[src/rtl/bdp_pkg.sv]
package bdp_pkg;

    typedef enum logic {
        SCH_SAT2  = 1'b0,
        SCH_VOTE3 = 1'b1
    } scheme_e;

    function automatic int state_width(scheme_e s);
        return (s == SCH_SAT2) ? 2 : 3;
    endfunction

endpackage

[src/rtl/bdp_index.sv]
module bdp_index #(
    parameter int PC_W  = 32,
    parameter int IDXW  = 6,
    parameter int ALIGN = 2
) (
    input  logic [PC_W-1:0] pc,
    output logic [IDXW-1:0] idx
);
    logic unused_pc_parity;

    assign idx              = pc[ALIGN +: IDXW];
    assign unused_pc_parity = ^pc;
endmodule

[src/rtl/bdp_next.sv]
module bdp_next
    import bdp_pkg::*;
#(
    parameter scheme_e SCHEME = SCH_SAT2,
    parameter int      SW     = 2
) (
    input  logic [SW-1:0] cur,
    input  logic          taken,
    output logic [SW-1:0] nxt
);
    generate
        if (SCHEME == SCH_SAT2) begin : g_sat
            localparam logic [SW-1:0] TOP = '1;
            localparam logic [SW-1:0] BOT = '0;
            always_comb begin
                nxt = cur;
                if (taken && cur != TOP) begin
                    nxt = cur + SW'(1);
                end else if (!taken && cur != BOT) begin
                    nxt = cur - SW'(1);
                end
            end
        end else begin : g_vote
            always_comb begin
                nxt = {cur[SW-2:0], taken};
            end
        end
    endgenerate
endmodule

[src/rtl/bdp_decide.sv]
module bdp_decide
    import bdp_pkg::*;
#(
    parameter scheme_e SCHEME = SCH_SAT2,
    parameter int      SW     = 2
) (
    input  logic [SW-1:0] st,
    output logic          taken
);
    generate
        if (SCHEME == SCH_SAT2) begin : g_sat
            assign taken = st[SW-1];
        end else begin : g_vote
            assign taken = (st[0] & st[1]) | (st[0] & st[2]) | (st[1] & st[2]);
        end
    endgenerate
endmodule

[src/rtl/bdp_predictor.sv]
module bdp_predictor
    import bdp_pkg::*;
#(
    parameter int      PC_W    = 32,
    parameter int      ENTRIES = 64,
    parameter int      ALIGN   = 2,
    parameter scheme_e SCHEME  = SCH_SAT2
) (
    input  logic            clk,
    input  logic            rst_n,
    input  logic [PC_W-1:0] lk_pc,
    output logic            lk_taken,
    input  logic            up_valid,
    input  logic [PC_W-1:0] up_pc,
    input  logic            up_taken
);
    localparam int            IDXW  = $clog2(ENTRIES);
    localparam int            SW    = state_width(SCHEME);
    localparam logic [SW-1:0] RST_V = (SCHEME == SCH_SAT2) ? SW'(1) : SW'(0);

    typedef struct packed {
        logic [ENTRIES-1:0][SW-1:0] tbl;
    } st_t;

    st_t s_d, s_q;

    logic [IDXW-1:0]            lk_idx, up_idx;
    logic [SW-1:0]              lk_cur, up_cur, up_nxt;
    logic [ENTRIES-1:0][SW-1:0] tbl_q;

    bdp_index #(.PC_W(PC_W), .IDXW(IDXW), .ALIGN(ALIGN)) u_lk_ix (
        .pc (lk_pc),
        .idx(lk_idx)
    );

    bdp_index #(.PC_W(PC_W), .IDXW(IDXW), .ALIGN(ALIGN)) u_up_ix (
        .pc (up_pc),
        .idx(up_idx)
    );

    assign lk_cur = s_q.tbl[lk_idx];
    assign up_cur = s_q.tbl[up_idx];
    assign tbl_q  = s_q.tbl;

    bdp_next #(.SCHEME(SCHEME), .SW(SW)) u_next (
        .cur  (up_cur),
        .taken(up_taken),
        .nxt  (up_nxt)
    );

    bdp_decide #(.SCHEME(SCHEME), .SW(SW)) u_decide (
        .st   (lk_cur),
        .taken(lk_taken)
    );

    always_comb begin
        s_d = s_q;
        if (up_valid) begin
            s_d.tbl[up_idx] = up_nxt;
        end
    end

    always_ff @(posedge clk or negedge rst_n) begin
        if (!rst_n) begin
            s_q.tbl <= {ENTRIES{RST_V}};
        end else begin
            s_q <= s_d;
        end
    end
endmodule

[config.mk]
export PLATFORM = sky130hd
export DESIGN_NAME = bdp_predictor
export DESIGN_NICKNAME = d
export VERILOG_FILES = /design/src/rtl/bdp_pkg.sv /design/src/rtl/bdp_index.sv /design/src/rtl/bdp_next.sv /design/src/rtl/bdp_decide.sv /design/src/rtl/bdp_predictor.sv
export SDC_FILE = /design/constraint.sdc
export NUM_CORES = 1
export LEC_CHECK = 0
export BUFFER_PORTS_ARGS = -buffer_cell sky130_fd_sc_hd__buf_2
export CORE_MARGIN = 3
export CORE_UTILIZATION = 30
export DETAILED_ROUTE_END_ITERATION = 10
export HOLD_SLACK_MARGIN = 0.05
export PLACE_DENSITY_LB_ADDON = 0.25
export SYNTH_ARGS = -nofsm -noshare
export SYNTH_HDL_FRONTEND = slang
export SYNTH_SLANG_ARGS = --single-unit
[constraint.sdc]
create_clock -name clk -period 4.11 [get_ports clk]
set_input_delay 0.6165 -clock clk [delete_from_list [all_inputs] [get_ports clk]]
set_output_delay 0.6165 -clock clk [all_outputs]
set_load 0.005 [all_outputs]
# After elaboration in Yosys (flattened, before gate mapping)
# Cells that the tools add are included.
totals:
  reg_bits: 128
  word_cells: 84
  input_bits: 68
  output_inout_bits: 1
classes:
  mux: 9
  n_eq_ne: 1
  n_reduce_logical: 5
  magnitude_cmp: 3
  addsub: 2
op_table:
  columns: ["op", "n"]
  rows:
  - ["bitwise mux 128 bit", 1]
  - ["binary-select mux 2 bit (select 6 bit)", 2]
  - ["less-than comparator 6 x 7 -> 1 bit, second input constant", 2]
  - ["demux 2 bit (select 6 bit)", 1]
  - ["two-way mux 2 bit", 5]
  - ["greater-or-equal comparator 6 x 1 -> 1 bit, second input constant", 1]
  - ["logical AND 1 bit", 3]
  - ["adder 2 x 1 -> 2 bit, second input constant", 1]
  - ["inequality test 2 bit, second input constant", 1]
  - ["nonzero test 2 bit", 1]
  - ["subtractor 2 x 1 -> 2 bit, second input constant", 1]
  - ["zero test 1 bit", 1]

# Logic depth before layout (Yosys ltp)
# Gate-level depths: netlist of the first run.
depth:
  ltp_word: 7
  mapped_depth: 18
  ltp_nobuf: 11

# By module
# A second synthesis of the first run with hierarchy kept.
unflattened:
  cells_unflattened: 593
  area_unflattened_um2: 7583.5
modules_own_cells:
  columns: ["module", "cells_per_inst", "seq_area_each_um2", "area_each_um2", "instances"]
  rows:
  - ["bdp_predictor", 573, 3283.1, 7425.9, 1]
  - ["bdp_index", 6, 0.0, 45.0, 2]
  - ["bdp_next", 7, 0.0, 60.1, 1]
  - ["bdp_decide", 1, 0.0, 7.5, 1]

# Least setup slack after synthesis of the first run
# OpenSTA, ideal clock, no wires.
synth_path:
  path_kind: "input to register"
  from: "input up_pc[2]"
  to: "register s_q[0] in the netlist's numbering"
  arrival_ns: 4.016
  path_slack_ns: 0.004
  path_buffers: 7
  cell_stages: 18
  cell_sequence: "buf_4 > buf_6 > mux2_4 > a221oi_2 > o2bb2ai_1 > a221oi_1 > or4b_1 > clkbuf_1 > buf_6 > buf_6 > inv_2 > ha_1 > mux2_2 > clkbuf_1 > clkbuf_1 > nand2_1 > o41ai_1 > a21oi_2"
synth_via:
  elab_chain_len: 7
synth_rtl:
  columns: ["item", "line_no", "text"]
  rows:
  - ["start: declaration", "bdp_predictor.sv:14", "input logic [PC_W-1:0] up_pc,"]
  - ["parallel branches: the longest is 6 deep, another holds subtractor 2 x 1 -> 2 bit", null, null]
  - ["bitwise mux 128 bit *", "bdp_predictor.sv:59", "s_d.tbl[up_idx] = up_nxt;"]
  - ["end: declaration", "bdp_predictor.sv:25", "st_t s_d, s_q;"]
# Mark *: on every way between the ends. The select of a mux whose other input is x is not followed.
# A chain may end at the register's enable or synchronous reset.

# Worst setup path after layout of the first run
layout_path:
  from: "input up_pc[2]"
  to: "register s_q[48] in the netlist's numbering"
# Same word-level chain as after synthesis.

==> flow_metrics.py, run 1 <==
metrics = {
    "logic_synthesis": {
        "syn_area_um2": 8040,
        "yosysTopAreaCell": "dfstp_2",
        "synth_top_area_frac": 0.209,
        "synth_seq_area_share": 0.408,
        "synth_area_per_cell_um2": 9.26,
        "synth_top_flop_cell": "dfstp_2",
        "yosysWarningCount": 0,
        "ys_types": 52,
        "syn-num-nets": 938,
        "synthesis.instances": 868,
        "synth_area_leaders": "dfstp_2, dfrtp_1, mux4_2",
        "synth_edf_count": 0,
        "ys_ff_latch": 128,
        "async_flop_share": 1.00,
    },
    "cells_and_area": {
        "layout_commonest_cell": "nor2_1",
        "drive_above_1_share": 0.345,
        "reg_top3": "s_q: 128 flops",
        "antenna_cells": 0,
        "mostFrequentLayoutCells": "nor2_1, a31oi_1, buf_4",
        "area_growth_pct": 18.6,
        "largest_register_ffs": 128,
        "top_register": "s_q",
        "fillCellCount": 2613,
        "layout.cells.non_filler": 1243,
        "finish.net_count": 965,
    },
    "clock_tree": {
        "clk_latency_ns": 0.43,
        "post_cts_buffers": 0,
        "ctsHoldBuffers": 0,
        "cts_sinks": 128,
        "cts_buffers": 17,
        "cts_resized": 0,
        "htree_levels": 4,
        "cts_tree": "built",
        "max-clock-path-buffers": 2,
        "cts_root_buffer": "clkbuf_16",
        "clk_pin_slew_ns": 0.06,
    },
    "timing": {
        "fin_skew_ns": 0.0107,
        "fin_hold_ws_ns": 0.281,
        "period_share": 0.957,
        "setup_violations": 0,
        "fmax_mhz": 254,
        "period_needed_ns": 3.93,
        "worst_pin_slew_ns": 0.860,
        "rsz0062_at_grt": "no",
        "hold_viol_final": 0,
        "maxSlewViolCount": 0,
        "relSlewSlack": 0.427,
        "timing.final.ws_setup_ns": 0.177,
    },
    "place": {
        "gp_congestion": 0.877,
        "dp_hpwl_um": 17800,
        "placed_cells": 1211,
        "dp_slack_ns": -0.291,
        "portBuffers": 16,
    },
    "global_route": {
        "grt_usage": 0.192,
        "grt_pass1_vias": 6865,
        "grt_pass1_wl_um": 42200,
        "grt-ovfl-total": 0,
        "antenna_found_initial": 0,
        "grt_max_degree": 89,
    },
    "floorplanning": {
        "fp.dieH_um": 170,
        "std_cell_rows": 59,
        "core_um2": 26200,
        "die_w_um": 170,
        "io_pins": 69,
        "dieArea_um2": 28800,
        "initial_core_util": 0.307,
    },
    "setup_path": {
        "cp_slowest_cell": "or4b_2",
        "reg2regPathDepth": 11,
        "critPathArrivalTime_ns": 4.29,
        "critical_path.endpoint_type": "register",
        "worst-path-max-fanout": 26,
        "r2r-start": "s_q[110]",
        "cpLargestDelayFamily": "compound AO/OA/AOI/OAI gates",
        "path_cells": "clkbuf_4, buf_12, buf_4, and2_0, a32oi_1, a31oi_1, a311o_1, or4b_2, ha_1, mux2_2, buf_12, buf_4, a31o_2, a31oi_1",
        "worst-setup-path-type": "primary input to register",
        "timing.rr.end": "s_q[48]",
        "reg2reg_setup_slack_ns": 0.44,
        "cp-start-kind": "primary input",
        "slowest_delay_ns": 0.78,
        "crit_required_ns": 4.46,
        "critPathBufInv": 5,
    },
    "run": {
        "cap_viol_max_count": 0,
    },
    "detailed_routing": {
        "num_vias": 7229,
        "ant_nets": 0,
        "avgRoutedWirePerCell_um": 22.0,
        "drt-initial-drc-count": 580,
        "drt_first_pass_iters": 5,
        "drc_errors": 0,
        "avgViaCountPerCell": 5.82,
        "wl_um": 27400,
    },
    "power_and_ir_drop": {
        "vdd_drop_max_v": 0.000300,
        "finalPower_mw": 4.91,
        "power_density_nw_per_um2": 514,
        "p_leak_nw": 3.64,
    },
    "worst_hold_path": {
        "min_path_type": "primary input to asynchronous set/reset pin",
    },
    "run_status": {
        "outcome": "complete, no violations",
    },
}
==> kinds of logic (layout without fill, tap and decap cells) <==
family,count (synthesis),count (layout),synth area share
compound gates,233,233,0.209
fa+ha+maj,2,2,0.00311
simple gates,351,351,0.200
flops,128,128,0.408
mux,65,65,0.131
buf+inv,89,129,0.0487
==> cell type report <==
type                       instances  area [um2]  share of cell area
tap                              335         419              0.0440
multi-input combinational        651        4420               0.464
clock buffer                      19         443              0.0464
clock inverter                    13         186              0.0195
sequential                       128        3280               0.344
inverter                           4        15.0             0.00157
timing repair buffer              93         767              0.0804
==> layer usage <==
metal  up-vias  track usage  routed length (um)
li1       3308            -                   -
met1      3637        0.275               12600
met2       245        0.296               12600
met3        39       0.0366                1580
met4         0       0.0594                 578
met5         -            0                   0
==> metrics by stage <==
| step | setup TNS, ns | instance area [um2] | utilization |
|---|---|---|---|
| floorplan | 0 | 8040 | - |
| global placement | -20.36 | 8900 | 0.340 |
| detailed placement | -23.82 | 8900 | 0.340 |
| CTS | 0 | 9530 | 0.364 |
| global route | 0 | 9540 | 0.364 |
| finish | 0 | 9540 | 0.364 |
==> worst max path at each step <==
stage | from | endpoint | slack, ns | depth (start not counted)
after detailed placement | up_pc[2] | s_q[48] | -0.29 | 15
final | up_pc[2] | s_q[48] | 0.18 | 14
after floorplan | up_pc[2] | s_q[0] | 0.004 | 18
after global placement | up_pc[2] | s_q[71] | -0.24 | 17
after CTS | up_pc[2] | s_q[48] | 0.15 | 15
after global routing | up_pc[2] | s_q[48] | 0.04 | 15
==> power breakdown <==
part           internal [mW]  switching [mW]
Combinational          0.640           0.787
Clock                   1.03           0.622
Sequential              1.63           0.199
Total                   3.30            1.61
==> Yosys cell counts, types with 2 or more instances <==
cell      count
o21ai_0      13
o22ai_1       2
nor3b_1       3
buf_2        16
buf_6         4
nand2_1      64
a21oi_1      13
a221o_1       2
a31oi_1     105
nor2_1      151
buf_4         2
nand2b_1     13
mux2_2        5
a21o_1        3
inv_2         2
or2_2        41
mux2_1        3
clkbuf_1     60
nor2b_1       4
mux4_2       31
inv_1         2
and3_1        4
nand3b_1      4
dfrtp_1      64
a31o_2       16
a21oi_2      18
a221oi_1      4
a32oi_1       2
o41ai_1      40
o22a_1        5
buf_1         3
ha_1          2
mux2i_1      25
and2_1        2
dfstp_2      64
or3b_2        4
nand3_1      33
nor3_1       25
Note: power is estimated with default switching activity, not from simulation.
==> run 2, diff against run 1 <==
PLACE_DENSITY_LB_ADDON = 0.12   (was 0.25)
SYNTH_HIERARCHICAL = 1   (was unset)
clock period = 3.25 ns   (was 4.11 ns; I/O delays follow)
==> run 2 against run 1 <==
Sequential power is 20% higher. Final area is 12% lower. Synthesized cell count is 35% lower. Global-route usage is 2.4 points lower. Clock power is 19% higher. Register-to-register slack worse by 0.16 ns. First-iteration DRC count is 42% lower. Worst hold slack worse by 0.21 ns. Sequential share of layout area is 4.7 points higher. Critical path depth is 2 lower. Largest power group unchanged.
==> flow_metrics.py, run 2 <==
metrics = {
    "global_route": {
        "grt_max_degree": 71,
        "busiest_layer": "met2",
        "grt_usage": 0.169,
        "grt_pass1_wl_um": 32200,
        "use_met2": 0.276,
        "grtUsageMet3": 0.0297,
        "antenna_found_initial": 0,
        "use_met1": 0.224,
        "grt_pass1_vias": 5264,
        "grt-ovfl-total": 0,
    },
    "floorplanning": {
        "core_um2": 22800,
        "fp.dieH_um": 159,
        "die_w_um": 159,
        "initial_core_util": 0.308,
        "io_pins": 69,
        "dieArea_um2": 25400,
        "std_cell_rows": 55,
    },
    "place": {
        "gp_congestion": 0.823,
        "dp_slack_ns": -0.253,
        "dp_hpwl_um": 15400,
        "portBuffers": 16,
        "place_area_um2": 7790,
        "placed_cells": 901,
    },
    "power_and_ir_drop": {
        "power_density_nw_per_um2": 611,
        "p_leak_nw": 3.54,
        "seq_power_share": 0.427,
        "vdd_drop_max_v": 0.000210,
        "switchingPower_mw": 1.37,
        "switching_share": 0.267,
        "finalPower_mw": 5.13,
        "p_int_mw": 3.76,
        "comb_power_share": 0.190,
        "pwr-share-clk": 0.383,
    },
    "timing": {
        "maxSlewViolCount": 0,
        "relSlewSlack": 0.474,
        "hold_viol_final": 0,
        "fin_hold_ws_ns": 0.0715,
        "final.setup.tns_ns": 0,
        "fmax_mhz": 330,
        "worst_pin_slew_ns": 0.789,
        "timing.final.ws_setup_ns": 0.218,
        "period_share": 0.933,
        "rsz0062_at_grt": "no",
        "fin_skew_ns": 0.0119,
        "setup_violations": 0,
        "period_needed_ns": 3.03,
    },
    "clock_tree": {
        "max-clock-path-buffers": 2,
        "htree_levels": 4,
        "clk_latency_ns": 0.43,
        "cts_buffers": 17,
        "cts_tree": "built",
        "cts_sinks": 128,
        "clk_pin_slew_ns": 0.06,
        "cts_root_buffer": "clkbuf_16",
        "ctsHoldBuffers": 0,
    },
    "detailed_routing": {
        "drt-initial-drc-count": 336,
        "drt_first_pass_iters": 4,
        "avgViaCountPerCell": 5.14,
        "ant_nets": 0,
        "num_vias": 4795,
        "wl_um": 21100,
        "avgRoutedWirePerCell_um": 22.6,
        "drc_errors": 0,
    },
    "cells_and_area": {
        "reg_top3": "s_q: 128 flops",
        "antenna_cells": 0,
        "largest_register_ffs": 128,
        "area_growth_pct": 19.1,
        "finish.utilization": 0.367,
        "finalInstanceArea_um2": 8390,
        "mostFrequentLayoutCells": "mux2_2, buf_4, dfstp_2, dfrtp_1, nand2_1",
        "top_register": "s_q",
        "layout.cells.non_filler": 933,
        "finish.net_count": 677,
        "layout_commonest_cell": "mux2_2",
        "drive_above_1_share": 0.565,
        "fillCellCount": 2289,
    },
    "setup_path": {
        "worst-setup-path-type": "primary input to register",
        "crit_required_ns": 3.61,
        "critPathArrivalTime_ns": 3.40,
        "worst-path-max-fanout": 44,
        "critical_path.endpoint_type": "register",
        "cp-start-kind": "primary input",
    },
    "run_status": {
        "outcome": "complete, no violations",
    },
    "logic_synthesis": {
        "syn_area_um2": 7040,
        "yosysWarningCount": 6,
        "syn-num-nets": 634,
        "synth_area_per_cell_um2": 12.5,
        "synthesis.instances": 564,
    },
    "worst_hold_path": {
        "min_path_type": "primary input to asynchronous set/reset pin",
    },
    "run": {
        "cap_viol_max_count": 0,
    },
}
==> run 2: worst paths after layout <==
check,start,endpoint,slack [ns],cells past startpoint
max in group asynchronous,rst_n,s_q[83],2.47,2
min in group clk,s_q[43],s_q[43],0.53,1
max reg2reg,s_q[79],s_q[12],0.28,10
min reg2reg,s_q[43],s_q[43],0.53,1
max,up_pc[2],s_q[12],0.22,12
min,rst_n,s_q[55],0.07,2
==> run 2: critical path, cell delays in order <==
cell	delay (ns)
buf_2	0.24
buf_12	0.16
mux2_2	0.33
a221oi_1	0.24
o22ai_1	0.20
a221oi_1	0.38
nand4_1	0.21
ha_1	0.25
mux2i_1	0.23
xnor2_2	0.18
buf_12	0.26
mux2_2	0.20
==> run 2: timing repair <==
action,4_1_cts,5_1_grt
buffers inserted,0,0
resized for setup,0,1
endpoints found under the hold margin,0,0
endpoints found under the setup margin,0,1
==> run 2: power by group through the flow <==
stage               clock network, mW  registers (mW)  logic (mW)
floorplan                           0            2.13       0.670
global placement                    0            2.20       0.968
detailed placement                  0            2.21       0.984
CTS                              2.01            2.19       0.988
global route                     2.08            2.22        1.06
finish                           1.96            2.19       0.975
==> run 2: layer usage <==
metal | share of wire | vias up
li1 | - | 2155
met1 | 0.46 | 2541
met2 | 0.49 | 72
met3 | 0.030 | 27
met4 | 0.020 | 0
met5 | 0 | -
==> run 2: final cells by class <==
class                   instances  area, um2  share of cell area
clock inverters                 9        133              0.0158
repair buffers                 85        678              0.0808
clock buffers                  23        468              0.0558
multi-input cells             370       3420               0.408
flip-flops and latches        128       3280               0.391
inverters                       5       18.8             0.00224
well taps                     313        392              0.0467
